--- src/rtl/vst_pkg.sv ---
package vst_pkg;
    localparam logic [7:0] IX_VT_LO  = 8'h06;
    localparam logic [7:0] IX_OVF    = 8'h07;
    localparam logic [7:0] IX_DE_LO  = 8'h12;
    localparam logic [7:0] IX_VT_EXT = 8'h30;
    localparam logic [7:0] IX_DE_EXT = 8'h31;

    typedef struct packed {
        logic [7:0] idx;
        logic [7:0] vt_lo;
        logic [7:0] ovf;
        logic [7:0] de_lo;
        logic [3:0] vt_ext;
        logic [3:0] de_ext;
    } vst_regs_t;
endpackage

--- src/rtl/vst_regfile.sv ---
module vst_regfile
    import vst_pkg::*;
#(
    parameter int          ADDR_W     = 16,
    parameter logic [15:0] MONO_BASE  = 16'h03B4,
    parameter logic [15:0] COLOR_BASE = 16'h03D4
) (
    input  logic              clk,
    input  logic              rst_n,
    input  logic              mono_sel,
    input  logic              io_we,
    input  logic [ADDR_W-1:0] io_addr,
    input  logic [7:0]        io_wdata,
    output logic [7:0]        io_rdata,
    output vst_regs_t         regs
);
    vst_regs_t regs_d, regs_q;
    logic [ADDR_W-1:0] base;
    logic hit_idx, hit_dat;

    always_comb begin
        base    = mono_sel ? ADDR_W'(MONO_BASE) : ADDR_W'(COLOR_BASE);
        hit_idx = (io_addr == base);
        hit_dat = (io_addr == base + ADDR_W'(1));
    end

    always_comb begin
        regs_d = regs_q;
        if (io_we && hit_idx) begin
            regs_d.idx = io_wdata;
        end else if (io_we && hit_dat) begin
            case (regs_q.idx)
                IX_VT_LO:  regs_d.vt_lo  = io_wdata;
                IX_OVF:    regs_d.ovf    = io_wdata;
                IX_DE_LO:  regs_d.de_lo  = io_wdata;
                IX_VT_EXT: regs_d.vt_ext = io_wdata[3:0];
                IX_DE_EXT: regs_d.de_ext = io_wdata[3:0];
                default:   ;
            endcase
        end
    end

    always_ff @(posedge clk) begin
        if (!rst_n) regs_q <= '0;
        else        regs_q <= regs_d;
    end

    always_comb begin
        io_rdata = 8'h00;
        if (hit_idx) begin
            io_rdata = regs_q.idx;
        end else if (hit_dat) begin
            case (regs_q.idx)
                IX_VT_LO:  io_rdata = regs_q.vt_lo;
                IX_OVF:    io_rdata = regs_q.ovf;
                IX_DE_LO:  io_rdata = regs_q.de_lo;
                IX_VT_EXT: io_rdata = {4'h0, regs_q.vt_ext};
                IX_DE_EXT: io_rdata = {4'h0, regs_q.de_ext};
                default:   io_rdata = 8'h00;
            endcase
        end
    end

    assign regs = regs_q;
endmodule

--- src/rtl/vst_assemble.sv ---
module vst_assemble
    import vst_pkg::*;
#(
    parameter int VAL_W = 12
) (
    input  vst_regs_t        regs,
    input  logic             ext_mode,
    output logic [VAL_W-1:0] tot,
    output logic [VAL_W-1:0] dend
);
    always_comb begin
        if (ext_mode) begin
            tot  = VAL_W'({regs.vt_ext, regs.vt_lo});
            dend = VAL_W'({regs.de_ext, regs.de_lo});
        end else begin
            tot  = VAL_W'({regs.ovf[5], regs.ovf[0], regs.vt_lo});
            dend = VAL_W'({regs.ovf[6], regs.ovf[1], regs.de_lo});
        end
    end
endmodule

--- src/rtl/vst_counter.sv ---
module vst_counter #(
    parameter int VAL_W = 12,
    parameter int CNT_W = VAL_W + 1
) (
    input  logic             clk,
    input  logic             rst_n,
    input  logic             line_tick,
    input  logic [VAL_W-1:0] tot_in,
    input  logic [VAL_W-1:0] dend_in,
    output logic [CNT_W-1:0] line_cnt,
    output logic             vde,
    output logic [VAL_W-1:0] act_tot,
    output logic [VAL_W-1:0] act_dend
);
    typedef struct packed {
        logic [CNT_W-1:0] cnt;
        logic [VAL_W-1:0] tot;
        logic [VAL_W-1:0] dend;
    } cnt_state_t;

    cnt_state_t st_d, st_q;
    logic last_line;

    always_comb begin
        st_d      = st_q;
        last_line = (st_q.cnt == CNT_W'(st_q.tot) + CNT_W'(1));
        if (line_tick) begin
            if (last_line) begin
                st_d.cnt  = '0;
                st_d.tot  = tot_in;
                st_d.dend = dend_in;
            end else begin
                st_d.cnt = st_q.cnt + CNT_W'(1);
            end
        end
    end

    always_ff @(posedge clk) begin
        if (!rst_n) st_q <= '0;
        else        st_q <= st_d;
    end

    assign line_cnt = st_q.cnt;
    assign vde      = (st_q.cnt <= CNT_W'(st_q.dend));
    assign act_tot  = st_q.tot;
    assign act_dend = st_q.dend;
endmodule

--- src/rtl/vscan_timing.sv ---
module vscan_timing
    import vst_pkg::*;
#(
    parameter int          ADDR_W     = 16,
    parameter logic [15:0] MONO_BASE  = 16'h03B4,
    parameter logic [15:0] COLOR_BASE = 16'h03D4,
    parameter int          VAL_W      = 12,
    localparam int         CNT_W      = VAL_W + 1
) (
    input  logic              clk,
    input  logic              rst_n,
    input  logic              mono_sel,
    input  logic              ext_mode,
    input  logic              io_we,
    input  logic [ADDR_W-1:0] io_addr,
    input  logic [7:0]        io_wdata,
    output logic [7:0]        io_rdata,
    input  logic              line_tick,
    output logic [CNT_W-1:0]  line_cnt,
    output logic              vde
);
    vst_regs_t        regs;
    logic [VAL_W-1:0] tot_new, dend_new;
    logic [VAL_W-1:0] act_tot, act_dend;

    vst_regfile #(
        .ADDR_W(ADDR_W), .MONO_BASE(MONO_BASE), .COLOR_BASE(COLOR_BASE)
    ) i_regs (
        .clk(clk), .rst_n(rst_n), .mono_sel(mono_sel), .io_we(io_we),
        .io_addr(io_addr), .io_wdata(io_wdata), .io_rdata(io_rdata), .regs(regs)
    );

    vst_assemble #(.VAL_W(VAL_W)) i_asm (
        .regs(regs), .ext_mode(ext_mode), .tot(tot_new), .dend(dend_new)
    );

    vst_counter #(.VAL_W(VAL_W), .CNT_W(CNT_W)) i_cnt (
        .clk(clk), .rst_n(rst_n), .line_tick(line_tick),
        .tot_in(tot_new), .dend_in(dend_new),
        .line_cnt(line_cnt), .vde(vde),
        .act_tot(act_tot), .act_dend(act_dend)
    );
endmodule

--- config.mk ---
export PLATFORM = sky130hd
export DESIGN_NAME = vscan_timing
export DESIGN_NICKNAME = d
export VERILOG_FILES = /design/src/rtl/vst_pkg.sv /design/src/rtl/vst_regfile.sv /design/src/rtl/vst_assemble.sv /design/src/rtl/vst_counter.sv /design/src/rtl/vscan_timing.sv
export SDC_FILE = /design/constraint.sdc
export NUM_CORES = 1
export LEC_CHECK = 0
export ABC_AREA = 0
export BUFFER_PORTS_ARGS = -buffer_cell sky130_fd_sc_hd__buf_2
export CAP_MARGIN = 20
export CORE_MARGIN = 5
export CORE_UTILIZATION = 40
export DETAILED_ROUTE_END_ITERATION = 10
export HOLD_SLACK_MARGIN = 0.08
export PLACE_DENSITY_LB_ADDON = 0.12
export SYNTH_ARGS = -nofsm -noshare
export SYNTH_HDL_FRONTEND = slang
export SYNTH_SLANG_ARGS = --single-unit
--- constraint.sdc ---
create_clock -name clk -period 3.2 [get_ports clk]
set_input_delay 0.16 -clock clk [delete_from_list [all_inputs] [get_ports clk]]
set_output_delay 0.16 -clock clk [all_outputs]
set_load 0.01 [all_outputs]
==> run_summary.xml, run 1 <==
<?xml version="1.0" encoding="UTF-8"?>
<metrics>
  <group name="synth">
    <metric name="netlist_instances" unit="">480</metric>
    <metric name="synth_cell_type_count" unit="">66</metric>
    <metric name="synth-edff-count" unit="">0</metric>
    <metric name="top_cells_by_area_in_the_synthesized_netlist" unit="">sky130_fd_sc_hd__dfxtp_1 (35%), sky130_fd_sc_hd__mux2i_1 (17%), sky130_fd_sc_hd__nand2_1 (5.6%)</metric>
    <metric name="synth-main-ff-cell" unit="">sky130_fd_sc_hd__dfxtp_1</metric>
    <metric name="ys_warn_count" unit="">0</metric>
    <metric name="async_flop_share" unit="">0</metric>
    <metric name="post_synth_instance_area" unit="mm2">0.004385</metric>
    <metric name="synth-seq-cells" unit="">77</metric>
    <metric name="synth_top_area_share" unit="">0.3515</metric>
    <metric name="post-synth-top-area-cell" unit="">sky130_fd_sc_hd__dfxtp_1</metric>
    <metric name="synth.yosys.seq_area_share" unit="">0.3515</metric>
    <metric name="post_synth.cell_area_avg" unit="um2">9.136</metric>
    <metric name="synth_top_cells_by_count" unit="">sky130_fd_sc_hd__dfxtp_1 (77), sky130_fd_sc_hd__mux2i_1 (74), sky130_fd_sc_hd__nand2_1 (66), sky130_fd_sc_hd__nor2b_1 (38)</metric>
    <metric name="yosysMostFrequentCell" unit="">sky130_fd_sc_hd__dfxtp_1</metric>
    <metric name="synth.net_count" unit="">524</metric>
  </group>
  <group name="floorplan">
    <metric name="floorplan.initialDensity" unit="">0.4063</metric>
    <metric name="floorplan.die.width" unit="um">114.7</metric>
    <metric name="die_area" unit="mm2">0.01316</metric>
    <metric name="dieHeight" unit="um">114.7</metric>
    <metric name="fp-row-count" unit="">38</metric>
    <metric name="num_io_pins" unit="">52</metric>
    <metric name="fp.coreArea" unit="mm2">0.01079</metric>
  </group>
  <group name="cells_and_area">
    <metric name="stdcell_area" unit="mm2">0.004925</metric>
    <metric name="insertedDiodeCount" unit="">0</metric>
    <metric name="syn_to_final_growth" unit="%">12.30</metric>
    <metric name="final_nets" unit="">567</metric>
    <metric name="drive_above_1_share" unit="">0.1818</metric>
  </group>
  <group name="routing">
    <metric name="routed_wire_length_per_instance" unit="um">16.45</metric>
    <metric name="avgViaCountPerCell" unit="">5.172</metric>
    <metric name="detail_route.iter0.violations" unit="">150</metric>
    <metric name="pre_antenna_drt_iters" unit="">5</metric>
    <metric name="drt_wirelength" unit="um">10990</metric>
    <metric name="post_detailed_route_count_of_antenna_violating_nets" unit="">0</metric>
    <metric name="detailroute.via_count" unit="">3455</metric>
    <metric name="drc_errors" unit="">0</metric>
  </group>
  <group name="run_status">
    <metric name="outcome" unit="">finished, final reports clean</metric>
  </group>
  <group name="critical_path">
    <metric name="critical_path_cell_by_cell" unit="">nor2_1 -&gt; nand3b_1 -&gt; or4b_2 -&gt; inv_1 -&gt; o311a_1 -&gt; a22o_1 -&gt; buf_2</metric>
    <metric name="highest_delay_cell_along_the_critical_path" unit="">sky130_fd_sc_hd__or4b_2</metric>
    <metric name="worst_setup_path_start_kind" unit="">flip-flop</metric>
    <metric name="critPathBufInv" unit="">2</metric>
    <metric name="worstSetupPathType" unit="">flip-flop to output pin</metric>
    <metric name="worst_path_dominant_cell_family" unit="">simple AND/OR/NAND/NOR gates</metric>
    <metric name="max_stage_delay" unit="ns">0.82</metric>
    <metric name="worst-path-max-fanout" unit="">10</metric>
    <metric name="worst-endpoint-arrival" unit="ns">2.65</metric>
    <metric name="cp-end-kind" unit="">output pin</metric>
    <metric name="critical_path_required" unit="ns">3.04</metric>
    <metric name="r2r_setup_slack" unit="ns">0.59</metric>
  </group>
  <group name="cts">
    <metric name="clk_path_buf_depth" unit="">2</metric>
    <metric name="h-tree-depth" unit="">3</metric>
    <metric name="cts.reportedPaths.clkPinSlew" unit="ns">0.09</metric>
    <metric name="insertion_delay" unit="ns">0.35</metric>
    <metric name="clk_root_buffer_cell" unit="">sky130_fd_sc_hd__clkbuf_8</metric>
    <metric name="cts_tree" unit="">built</metric>
    <metric name="post_cts.resized_instances" unit="">0</metric>
    <metric name="cts_post_setup_buffers_inserted" unit="">0</metric>
    <metric name="cts.hold.buffers_added" unit="">0</metric>
    <metric name="cts.sink_count" unit="">77</metric>
    <metric name="cts-buffers-inserted" unit="">9</metric>
  </group>
  <group name="job">
    <metric name="maxCapViolCount" unit="">0</metric>
  </group>
  <group name="worst_hold_path">
    <metric name="hp-class" unit="">input pin to flip-flop</metric>
  </group>
  <group name="sta">
    <metric name="finalCritPeriodShare" unit="">0.8767</metric>
    <metric name="max-slew-margin-rel" unit="">0.6559</metric>
    <metric name="max_slew.worst_pin.slew" unit="ns">0.5154</metric>
    <metric name="worst_clock_skew" unit="ns">0.008846</metric>
    <metric name="timing.final.crit_period" unit="ns">2.805</metric>
    <metric name="finalSetupViolations" unit="">0</metric>
    <metric name="final-max-slew-violation-count" unit="">0</metric>
    <metric name="achievable-frequency" unit="GHz">0.3565</metric>
    <metric name="smallest_setup_slack_after_layout" unit="ns">0.3947</metric>
    <metric name="grt_setup_unrepaired" unit="">false</metric>
    <metric name="finalHoldWorstSlack" unit="ns">0.1180</metric>
    <metric name="finalHoldViolations" unit="">0</metric>
    <metric name="final.setup.tns" unit="ns">0</metric>
  </group>
  <group name="power">
    <metric name="vdd_drop_max" unit="V">0.0002037</metric>
    <metric name="power.density" unit="mW/mm2">359.0</metric>
    <metric name="total_leakage_power" unit="uW">0.002109</metric>
  </group>
  <group name="grt">
    <metric name="remaining_global_route_overflow" unit="">0</metric>
    <metric name="first_global_vias" unit="">3528</metric>
    <metric name="groute.usage.overall" unit="">0.1730</metric>
    <metric name="number_of_antenna_violations_at_the_first_check_in_global_routing" unit="">0</metric>
    <metric name="grt_first_pass_wirelength" unit="um">18120</metric>
    <metric name="grt_start_max_net_pins" unit="">45</metric>
  </group>
  <group name="placement">
    <metric name="hpwl_reported_at_the_end_of_detailed_placement" unit="um">8132</metric>
    <metric name="dp_worst_setup_slack" unit="ns">0.5867</metric>
    <metric name="port_buffers" unit="">51</metric>
    <metric name="dpl_cell_area" unit="mm2">0.004741</metric>
    <metric name="gpl.final_weighted_congestion" unit="">0.8077</metric>
  </group>
</metrics>
## metal layers
metal	up-vias	part of all wire	track usage	wire, um
met3	11	0.031	0.03647	340
met2	47	0.50	0.3031	5447
met1	1628	0.46	0.2174	5071
li1	1769	-	-	-
met5	-	0	0	0
met4	0	0.011	0.04225	126
## through the flow
step           total power [uW]  utilization  instances
2_1_floorplan              1053            -        480
3_3_place_gp               1095       0.4393        652
3_5_place_dp               1096       0.4393        652
4_1_cts                    1796       0.4563        668
5_1_grt                    1836       0.4563        668
6_report                   1768       0.4563        668
## cells in the final DEF, fill, tap and decap left out, types with 4 or more instances in the layout
cell / netlist / layout
sky130_fd_sc_hd__nand2_1: 66 / 66
sky130_fd_sc_hd__xor2_1: 6 / 6
sky130_fd_sc_hd__inv_1: 17 / 17
sky130_fd_sc_hd__nand4_1: 4 / 4
sky130_fd_sc_hd__buf_2: 4 / 51
sky130_fd_sc_hd__ha_1: 14 / 14
sky130_fd_sc_hd__a21oi_1: 4 / 4
sky130_fd_sc_hd__and3_1: 13 / 13
sky130_fd_sc_hd__mux2_2: 4 / 4
sky130_fd_sc_hd__nand4b_1: 4 / 4
sky130_fd_sc_hd__o221ai_1: 4 / 4
sky130_fd_sc_hd__nor2b_1: 38 / 38
sky130_fd_sc_hd__nand3b_1: 5 / 5
sky130_fd_sc_hd__nor3_1: 9 / 9
sky130_fd_sc_hd__nor2_1: 8 / 8
sky130_fd_sc_hd__dfxtp_1: 77 / 77
sky130_fd_sc_hd__clkbuf_8: 0 / 11
sky130_fd_sc_hd__mux2i_1: 74 / 74
sky130_fd_sc_hd__a22o_1: 8 / 8
sky130_fd_sc_hd__o21ai_0: 11 / 11
sky130_fd_sc_hd__xnor2_1: 17 / 17
sky130_fd_sc_hd__buf_4: 1 / 6
sky130_fd_sc_hd__and2_1: 4 / 4
sky130_fd_sc_hd__nand3_1: 14 / 14
## worst reg2reg max path, cell delays in order (launching register included)
cell,delay [ns]
sky130_fd_sc_hd__dfxtp_1,0.44
sky130_fd_sc_hd__ha_1,0.42
sky130_fd_sc_hd__nand3_1,0.18
sky130_fd_sc_hd__o221a_2,0.30
sky130_fd_sc_hd__a311oi_1,0.24
sky130_fd_sc_hd__a2bb2oi_1,0.11
sky130_fd_sc_hd__and4_4,0.20
sky130_fd_sc_hd__nand2_4,0.39
sky130_fd_sc_hd__mux2i_1,0.26
## where the power goes
part | leakage [uW] | internal (uW) | switching (uW)
Sequential | 0.000620 | 959 | 5.14
Combinational | 0.00139 | 48.5 | 59.6
Clock | 0.0000995 | 324 | 371
Total | 0.00211 | 1330 | 436
## cell type report
class | count | area (um2)
well taps | 140 | 175.2
repair buffers | 58 | 320.3
inverters | 17 | 63.81
multi-input cells | 360 | 2640
flip-flops and latches | 77 | 1541
clock inverters | 5 | 32.53
clock buffers | 11 | 151.4
fillers | 1064 | 5868
## cell families (layout without fill, tap and decap cells)
| family | Yosys count | count (layout) | share of synthesized area |
|---|---|---|---|
| AND/OR/NAND/NOR | 191 | 191 | 0.2437 |
| multiplexers | 78 | 78 | 0.1792 |
| buffers and inverters | 43 | 91 | 0.04650 |
| AO/OA/AOI/OAI | 54 | 54 | 0.09330 |
| adder cells (fa/ha/maj) | 14 | 14 | 0.03994 |
| XOR/XNOR | 23 | 23 | 0.04593 |
| flip-flops | 77 | 77 | 0.3515 |
## worst paths after layout
kind                                   startpoint           endpoint  cells past startpoint
worst max register to register   i_cnt.act_tot[0]   i_cnt.act_tot[2]                      8
worst min register to register  i_cnt.act_dend[6]  i_cnt.act_dend[6]                      2
worst max-delay path              i_regs.regs[39]        io_rdata[7]                      7
worst min-delay path                  io_wdata[2]     i_regs.regs[6]                      3
## flip-flops by register name (all words and copies together) (netlist names)
| name | flops |
|---|---|
| i_cnt.act_dend | 12 |
| i_cnt.line_cnt | 13 |
| i_cnt.act_tot | 12 |
| i_regs.regs | 40 |
(Power assumes the default switching activity.)
==> run 2, diff against run 1 <==
- SYNTH_HIERARCHICAL: default -> 1
==> run 2 against run 1 <==
Compared with the run above: global-route usage rose by 0.38 points; cell area rose by 4.0%; cell count rose by 6.4%; fmax fell by 4.4%; hold slack got worse by 0.018 ns; first-iteration DRC count rose by 110%; sequential share of layout area fell by 1.2 points; register-to-register slack improved by 0.11 ns; worst setup slack got worse by 0.13 ns; routed wire length rose by 3.6%; via count rose by 7.6%; critical path type unchanged; highest routed layer unchanged.
==> run_summary.xml, run 2 <==
<?xml version="1.0" encoding="UTF-8"?>
<metrics>
  <group name="run_status">
    <metric name="outcome" unit="">finished, final reports clean</metric>
  </group>
  <group name="synth">
    <metric name="netlist_instances" unit="">534</metric>
    <metric name="synth_cell_type_count" unit="">62</metric>
    <metric name="synth_top_area_share" unit="">0.3387</metric>
    <metric name="yosysMostFrequentCell" unit="">sky130_fd_sc_hd__nand2_1</metric>
    <metric name="ys_warn_count" unit="">6</metric>
    <metric name="synth.net_count" unit="">578</metric>
    <metric name="synth-edff-count" unit="">0</metric>
    <metric name="post_synth.cell_area_avg" unit="um2">8.522</metric>
    <metric name="post-synth-top-area-cell" unit="">sky130_fd_sc_hd__dfxtp_1</metric>
    <metric name="top_cells_by_area_in_the_synthesized_netlist" unit="">sky130_fd_sc_hd__dfxtp_1 (34%), sky130_fd_sc_hd__mux2i_1 (13%), sky130_fd_sc_hd__nand2_1 (9.1%)</metric>
    <metric name="post_synth_instance_area" unit="mm2">0.004551</metric>
    <metric name="synth-seq-cells" unit="">77</metric>
    <metric name="synth_top_cells_by_count" unit="">sky130_fd_sc_hd__nand2_1 (110), sky130_fd_sc_hd__dfxtp_1 (77), sky130_fd_sc_hd__mux2i_1 (60), sky130_fd_sc_hd__nand3_1 (25), sky130_fd_sc_hd__nor2_1 (25)</metric>
    <metric name="synth-main-ff-cell" unit="">sky130_fd_sc_hd__dfxtp_1</metric>
    <metric name="async_flop_share" unit="">0</metric>
    <metric name="synth.yosys.seq_area_share" unit="">0.3387</metric>
  </group>
  <group name="critical_path">
    <metric name="max_stage_delay" unit="ns">0.60</metric>
    <metric name="crit-reg2reg-launch" unit="">i_cnt/act_tot[0]</metric>
    <metric name="worst_setup_path_start_kind" unit="">flip-flop</metric>
    <metric name="crit_path_start" unit="">i_regs/regs[37]</metric>
    <metric name="timing.reg2reg.worst_path_depth" unit="">8</metric>
    <metric name="worstSetupPathType" unit="">flip-flop to output pin</metric>
    <metric name="critical_path_cell_by_cell" unit="">nor4b_2 -&gt; nand2_1 -&gt; a31oi_1 -&gt; o21ai_0 -&gt; a21oi_1 -&gt; buf_2</metric>
    <metric name="rr_endpoint" unit="">i_cnt/act_dend[2]</metric>
    <metric name="worst-path-max-fanout" unit="">8</metric>
    <metric name="worst-endpoint-arrival" unit="ns">2.77</metric>
    <metric name="highest_delay_cell_along_the_critical_path" unit="">sky130_fd_sc_hd__nor4b_2</metric>
    <metric name="critical_path_required" unit="ns">3.04</metric>
    <metric name="worst_setup_path_endpoint" unit="">io_rdata[1]</metric>
    <metric name="cp-end-kind" unit="">output pin</metric>
    <metric name="r2r_setup_slack" unit="ns">0.70</metric>
  </group>
  <group name="cts">
    <metric name="cts.reportedPaths.clkPinSlew" unit="ns">0.06</metric>
    <metric name="cts_post_setup_buffers_inserted" unit="">0</metric>
    <metric name="insertion_delay" unit="ns">0.33</metric>
    <metric name="clk_path_buf_depth" unit="">2</metric>
    <metric name="cts.sink_count" unit="">77</metric>
    <metric name="cts_tree" unit="">built</metric>
    <metric name="h-tree-depth" unit="">3</metric>
    <metric name="cts.hold.buffers_added" unit="">0</metric>
    <metric name="clk_root_buffer_cell" unit="">sky130_fd_sc_hd__clkbuf_16</metric>
    <metric name="post_cts.resized_instances" unit="">0</metric>
    <metric name="cts-buffers-inserted" unit="">9</metric>
  </group>
  <group name="power">
    <metric name="power.density" unit="mW/mm2">445.6</metric>
    <metric name="share_seq_of_total_power" unit="">0.422</metric>
    <metric name="power.share.clock" unit="">0.521</metric>
    <metric name="power_total" unit="uW">2283</metric>
    <metric name="intPower" unit="uW">1809</metric>
    <metric name="power_switching" unit="uW">474.5</metric>
    <metric name="vdd_drop_max" unit="V">0.0003582</metric>
    <metric name="power.share.switching" unit="">0.2078</metric>
    <metric name="pwr-share-comb" unit="">0.056</metric>
    <metric name="total_leakage_power" unit="uW">0.001819</metric>
  </group>
  <group name="floorplan">
    <metric name="floorplan.initialDensity" unit="">0.4037</metric>
    <metric name="floorplan.die.width" unit="um">116.7</metric>
    <metric name="dieHeight" unit="um">116.7</metric>
    <metric name="num_io_pins" unit="">52</metric>
    <metric name="fp.coreArea" unit="mm2">0.01127</metric>
    <metric name="fp-row-count" unit="">39</metric>
    <metric name="die_area" unit="mm2">0.01361</metric>
  </group>
  <group name="sta">
    <metric name="smallest_setup_slack_after_layout" unit="ns">0.2652</metric>
    <metric name="final-max-slew-violation-count" unit="">0</metric>
    <metric name="achievable-frequency" unit="GHz">0.3407</metric>
    <metric name="timing.final.crit_period" unit="ns">2.935</metric>
    <metric name="worst_clock_skew" unit="ns">0.004477</metric>
    <metric name="finalCritPeriodShare" unit="">0.9171</metric>
    <metric name="final.setup.tns" unit="ns">0</metric>
    <metric name="finalHoldViolations" unit="">0</metric>
    <metric name="finalSetupViolations" unit="">0</metric>
    <metric name="finalHoldWorstSlack" unit="ns">0.09982</metric>
    <metric name="max-slew-margin-rel" unit="">0.4576</metric>
    <metric name="grt_setup_unrepaired" unit="">false</metric>
    <metric name="max_slew.worst_pin.slew" unit="ns">0.8091</metric>
  </group>
  <group name="cells_and_area">
    <metric name="final_nets" unit="">608</metric>
    <metric name="syn_to_final_growth" unit="%">12.59</metric>
    <metric name="drive_above_1_share" unit="">0.1673</metric>
    <metric name="largest_register_ffs" unit="">40</metric>
    <metric name="insertedDiodeCount" unit="">0</metric>
    <metric name="commonest_cells_after_routing_fill_and_taps_aside" unit="">sky130_fd_sc_hd__nand2_1 (110), sky130_fd_sc_hd__dfxtp_1 (77), sky130_fd_sc_hd__mux2i_1 (60)</metric>
    <metric name="mostFrequentLayoutCell" unit="">sky130_fd_sc_hd__nand2_1</metric>
    <metric name="finalNonFillerCells" unit="">711</metric>
  </group>
  <group name="routing">
    <metric name="drt_wirelength" unit="um">11390</metric>
    <metric name="detailroute.via_count" unit="">3718</metric>
    <metric name="pre_antenna_drt_iters" unit="">4</metric>
    <metric name="avgViaCountPerCell" unit="">5.229</metric>
    <metric name="routed_wire_length_per_instance" unit="um">16.01</metric>
    <metric name="detail_route.iter0.violations" unit="">321</metric>
    <metric name="drc_errors" unit="">0</metric>
    <metric name="post_detailed_route_count_of_antenna_violating_nets" unit="">0</metric>
  </group>
  <group name="grt">
    <metric name="groute.usage.overall" unit="">0.1768</metric>
    <metric name="use_met2" unit="">0.2937</metric>
    <metric name="grt_util_met3" unit="">0.04404</metric>
    <metric name="first_global_vias" unit="">3708</metric>
    <metric name="remaining_global_route_overflow" unit="">0</metric>
    <metric name="grt_first_pass_wirelength" unit="um">18950</metric>
    <metric name="routing_layer_with_the_top_usage_in_global_route" unit="">met2</metric>
    <metric name="grt_start_max_net_pins" unit="">74</metric>
    <metric name="grt.met1_usage" unit="">0.2299</metric>
    <metric name="number_of_antenna_violations_at_the_first_check_in_global_routing" unit="">0</metric>
  </group>
  <group name="placement">
    <metric name="gpl.final_weighted_congestion" unit="">0.8602</metric>
    <metric name="placed_cells_incl_taps" unit="">696</metric>
    <metric name="hpwl_reported_at_the_end_of_detailed_placement" unit="um">8476</metric>
    <metric name="port_buffers" unit="">51</metric>
    <metric name="dp_worst_setup_slack" unit="ns">0.6892</metric>
  </group>
  <group name="worst_hold_path">
    <metric name="hp-class" unit="">input pin to flip-flop</metric>
    <metric name="worst_hold_path.num_cells" unit="">3</metric>
  </group>
  <group name="job">
    <metric name="maxCapViolCount" unit="">0</metric>
  </group>
</metrics>
==> run 2: cell count changes after synthesis, sizes merged, moves of 6 or more <==
cell | before | now
nand2 | 68 | 111
nor2b | 38 | 18
nor2 | 10 | 26
o21ai | 11 | 27
mux2i | 74 | 60
buf | 9 | 22
nand3 | 15 | 27
and3 | 13 | 2
a22o | 8 | 0
a22oi | 0 | 8
nand4 | 5 | 11
xnor2 | 17 | 11
xor2 | 6 | 12
==> run 2: power groups by stage <==
stage	clock [uW]	combinational [uW]	sequential, uW
after floorplan	0	87.9	987
after global placement	0	127	986
after detailed placement	0	130	986
after CTS	1220	130	964
after global routing	1250	141	964
final	1190	128	965
==> run 2: metrics by stage <==
step                instance area (um2)    util
finish                             5124  0.4545
global route                       5124  0.4545
CTS                                5124  0.4545
detailed placement                 4776  0.4237
global placement                   4776  0.4237
floorplan                          4551       -
==> run 2: how the worst min path moves through the flow <==
stage	from	end	slack, ns
floorplan	io_wdata[0]	i_regs/regs[32]	0.29
global placement	io_wdata[7]	i_regs/regs[39]	0.42
detailed placement	io_wdata[7]	i_regs/regs[39]	0.44
CTS	io_wdata[7]	i_regs/regs[39]	0.09
global route	io_wdata[5]	i_regs/regs[37]	0.12
finish	io_wdata[5]	i_regs/regs[37]	0.1
==> run 2: final cells by class <==
cell class | instances | area, um2
clock buffers | 11 | 252.7
clock inverters | 4 | 95.09
fillers | 1122 | 6148
inverters | 19 | 71.32
multi-input cells | 400 | 2671
flip-flops and latches | 77 | 1541
well taps | 143 | 178.9
repair buffers | 57 | 312.8
==> run 2: layer usage <==
layer  part of all wire  vias to the layer above
li1                   -                     1899
met1               0.46                     1712
met2               0.47                       90
met3              0.041                       17
met4              0.023                        0
met5                  0                        -
==> run 2: cell families after synthesis <==
family | synth area share
adders and majority gates | 0.03849
xor gates and xnor gates | 0.04427
buffers and inverters | 0.07424
AOI/OAI and AO/OA | 0.09679
DFF | 0.3387
muxes | 0.1477
and+or+nand+nor | 0.2598
==> run 2: critical path, delay by kind of cell (launching register included) <==
kind                   cells  cell delay (ns)
AO/OA/AOI/OAI              3             0.98
buffers and inverters      1             0.15
flip-flops                 1             0.37
AND/OR/NAND/NOR            2             0.93
==> run 3, diff against run 2 <==
- CTS_BUF_LIST: default -> sky130_fd_sc_hd__clkbuf_4 sky130_fd_sc_hd__clkbuf_8 sky130_fd_sc_hd__clkbuf_16
- PLACE_DENSITY: default -> 0.55
- PLACE_DENSITY_LB_ADDON: 0.12 -> default
- SKIP_LAST_GASP: default -> 1
==> run 3 against run 2 <==
Compared with the run above: via count grew 1.3%; worst setup slack better by 0.16 ns; total power down 13%; hold slack worse by 0.00086 ns; cell area fell by 1.9%; clock-buffer cell count stayed put; flip-flop and latch count unchanged; critical path depth unchanged; cell count decreased by 0.56%; die area unchanged; critical path type unchanged; largest power group is now sequential cells.
==> run_summary.xml, run 3 (synthesized netlist as in run 2, its figures left out) <==
<?xml version="1.0" encoding="UTF-8"?>
<metrics>
  <group name="run_status">
    <metric name="outcome" unit="">finished, final reports clean</metric>
  </group>
  <group name="power">
    <metric name="vdd_drop_max" unit="V">0.0001834</metric>
    <metric name="power.density" unit="mW/mm2">396.4</metric>
    <metric name="total_leakage_power" unit="uW">0.001770</metric>
    <metric name="power_total" unit="uW">1993</metric>
  </group>
  <group name="cells_and_area">
    <metric name="finalNonFillerCells" unit="">707</metric>
    <metric name="commonest_cells_after_routing_fill_and_taps_aside" unit="">sky130_fd_sc_hd__nand2_1 (110), sky130_fd_sc_hd__dfxtp_1 (77), sky130_fd_sc_hd__mux2i_1 (60)</metric>
    <metric name="syn_to_final_growth" unit="%">10.50</metric>
    <metric name="largest_register_ffs" unit="">40</metric>
    <metric name="drive_above_1_share" unit="">0.1631</metric>
    <metric name="insertedDiodeCount" unit="">0</metric>
    <metric name="seqCellArea" unit="mm2">0.001541</metric>
    <metric name="mostFrequentLayoutCell" unit="">sky130_fd_sc_hd__nand2_1</metric>
    <metric name="final_nets" unit="">608</metric>
    <metric name="filler_cell_count" unit="">1127</metric>
    <metric name="multiInputGateArea" unit="mm2">0.002678</metric>
  </group>
  <group name="grt">
    <metric name="grt_first_pass_wirelength" unit="um">19120</metric>
    <metric name="number_of_antenna_violations_at_the_first_check_in_global_routing" unit="">0</metric>
    <metric name="first_global_vias" unit="">3786</metric>
    <metric name="groute.usage.overall" unit="">0.1796</metric>
    <metric name="grt_start_max_net_pins" unit="">64</metric>
    <metric name="remaining_global_route_overflow" unit="">0</metric>
  </group>
  <group name="sta">
    <metric name="max_slew.worst_pin.slew" unit="ns">0.8146</metric>
    <metric name="achievable-frequency" unit="GHz">0.3607</metric>
    <metric name="finalHoldWorstSlack" unit="ns">0.09896</metric>
    <metric name="grt_setup_unrepaired" unit="">false</metric>
    <metric name="final.setup.tns" unit="ns">0</metric>
    <metric name="max-slew-margin-rel" unit="">0.4569</metric>
    <metric name="timing.final.crit_period" unit="ns">2.772</metric>
    <metric name="finalCritPeriodShare" unit="">0.8663</metric>
    <metric name="smallest_setup_slack_after_layout" unit="ns">0.4280</metric>
    <metric name="worst_clock_skew" unit="ns">0.004812</metric>
    <metric name="final-max-slew-violation-count" unit="">0</metric>
    <metric name="finalSetupViolations" unit="">0</metric>
    <metric name="finalHoldViolations" unit="">0</metric>
  </group>
  <group name="critical_path">
    <metric name="max_stage_delay" unit="ns">0.60</metric>
    <metric name="critical_path_required" unit="ns">3.04</metric>
    <metric name="worstSetupPathType" unit="">flip-flop to output pin</metric>
    <metric name="worst_setup_path_start_kind" unit="">flip-flop</metric>
    <metric name="cp-end-kind" unit="">output pin</metric>
    <metric name="worst-path-max-fanout" unit="">8</metric>
    <metric name="worst-endpoint-arrival" unit="ns">2.61</metric>
    <metric name="highest_delay_cell_along_the_critical_path" unit="">sky130_fd_sc_hd__nor4b_2</metric>
    <metric name="critical_path_cell_by_cell" unit="">nor4b_2 -&gt; nand2_1 -&gt; a31oi_2 -&gt; o21ai_0 -&gt; a21oi_1 -&gt; buf_2</metric>
  </group>
  <group name="floorplan">
    <metric name="floorplan.initialDensity" unit="">0.4037</metric>
    <metric name="fp.coreArea" unit="mm2">0.01127</metric>
    <metric name="dieHeight" unit="um">116.7</metric>
    <metric name="fp-row-count" unit="">39</metric>
    <metric name="die_area" unit="mm2">0.01361</metric>
    <metric name="num_io_pins" unit="">52</metric>
    <metric name="floorplan.die.width" unit="um">116.7</metric>
  </group>
  <group name="placement">
    <metric name="port_buffers" unit="">51</metric>
    <metric name="hpwl_reported_at_the_end_of_detailed_placement" unit="um">8524</metric>
    <metric name="placed_cells_incl_taps" unit="">696</metric>
    <metric name="gpl.final_weighted_congestion" unit="">0.8942</metric>
    <metric name="dp_worst_setup_slack" unit="ns">0.5594</metric>
  </group>
  <group name="routing">
    <metric name="detail_route.iter0.violations" unit="">225</metric>
    <metric name="detailroute.via_count" unit="">3766</metric>
    <metric name="post_detailed_route_count_of_antenna_violating_nets" unit="">0</metric>
    <metric name="avgViaCountPerCell" unit="">5.327</metric>
    <metric name="drt_wirelength" unit="um">11410</metric>
    <metric name="routed_wire_length_per_instance" unit="um">16.14</metric>
    <metric name="drc_errors" unit="">0</metric>
    <metric name="pre_antenna_drt_iters" unit="">5</metric>
  </group>
  <group name="cts">
    <metric name="clk_root_buffer_cell" unit="">sky130_fd_sc_hd__clkbuf_16</metric>
    <metric name="cts.hold.buffers_added" unit="">0</metric>
    <metric name="cts.sink_count" unit="">77</metric>
    <metric name="cts-buffers-inserted" unit="">9</metric>
    <metric name="insertion_delay" unit="ns">0.34</metric>
    <metric name="clk_path_buf_depth" unit="">2</metric>
    <metric name="cts_tree" unit="">built</metric>
    <metric name="cts.reportedPaths.clkPinSlew" unit="ns">0.06</metric>
    <metric name="h-tree-depth" unit="">3</metric>
  </group>
  <group name="job">
    <metric name="maxCapViolCount" unit="">0</metric>
  </group>
  <group name="worst_hold_path">
    <metric name="hp-class" unit="">input pin to flip-flop</metric>
  </group>
</metrics>
-- run 3: critical path: cells and delay by family, from the launching register on --
kind                   cells  cell delay, ns
and+or+nand+nor            2            0.95
DFF                        1            0.36
buffers and inverters      1            0.16
AOI/OAI and AO/OA          3            0.80
-- run 3: timing repair --
item                                   CTS  global route
endpoints found under the hold margin    0             0
setup buffers                            0             0
setup endpoints to repair                0             4
resized for setup                        0             1
-- run 3: layout make-up --
cell class,count,share of cell area
tap,143,0.03558
clock buffer,11,0.04902
sequential,77,0.3065
multi-input combinational,400,0.5325
inverter,19,0.01418
timing repair buffer,57,0.06220
-- run 3: path summary, 6_finish.rpt --
kind                     startpoint           endpoint  slack (ns)  cells after the start
setup reg to reg   i_cnt/act_tot[0]  i_cnt/act_dend[1]        0.72                      8
hold / removal          io_wdata[4]    i_regs/regs[36]         0.1                      3
setup / recovery    i_regs/regs[37]        io_rdata[3]        0.43                      6
hold reg to reg   i_cnt/act_dend[5]  i_cnt/act_dend[5]        0.46                      2
-- run 3: per-stage QoR --
stage	utilization	instance area (um2)
after floorplan	-	4551
after global placement	0.4237	4776
after detailed placement	0.4237	4776
after CTS	0.4456	5022
after global routing	0.4461	5029
final	0.4461	5029
-- run 3: report_power, final --
part	internal [uW]	switching, uW
registers	961	4.02
clock network	533	368
logic	49.0	78.0
total	1540	450
-- run 3: metal layers --
metal | global-route usage | wire length, um
met2 | 0.2941 | 5217
met4 | 0.09633 | 402
met1 | 0.2252 | 5302
met5 | 0 | 0
met3 | 0.03057 | 492
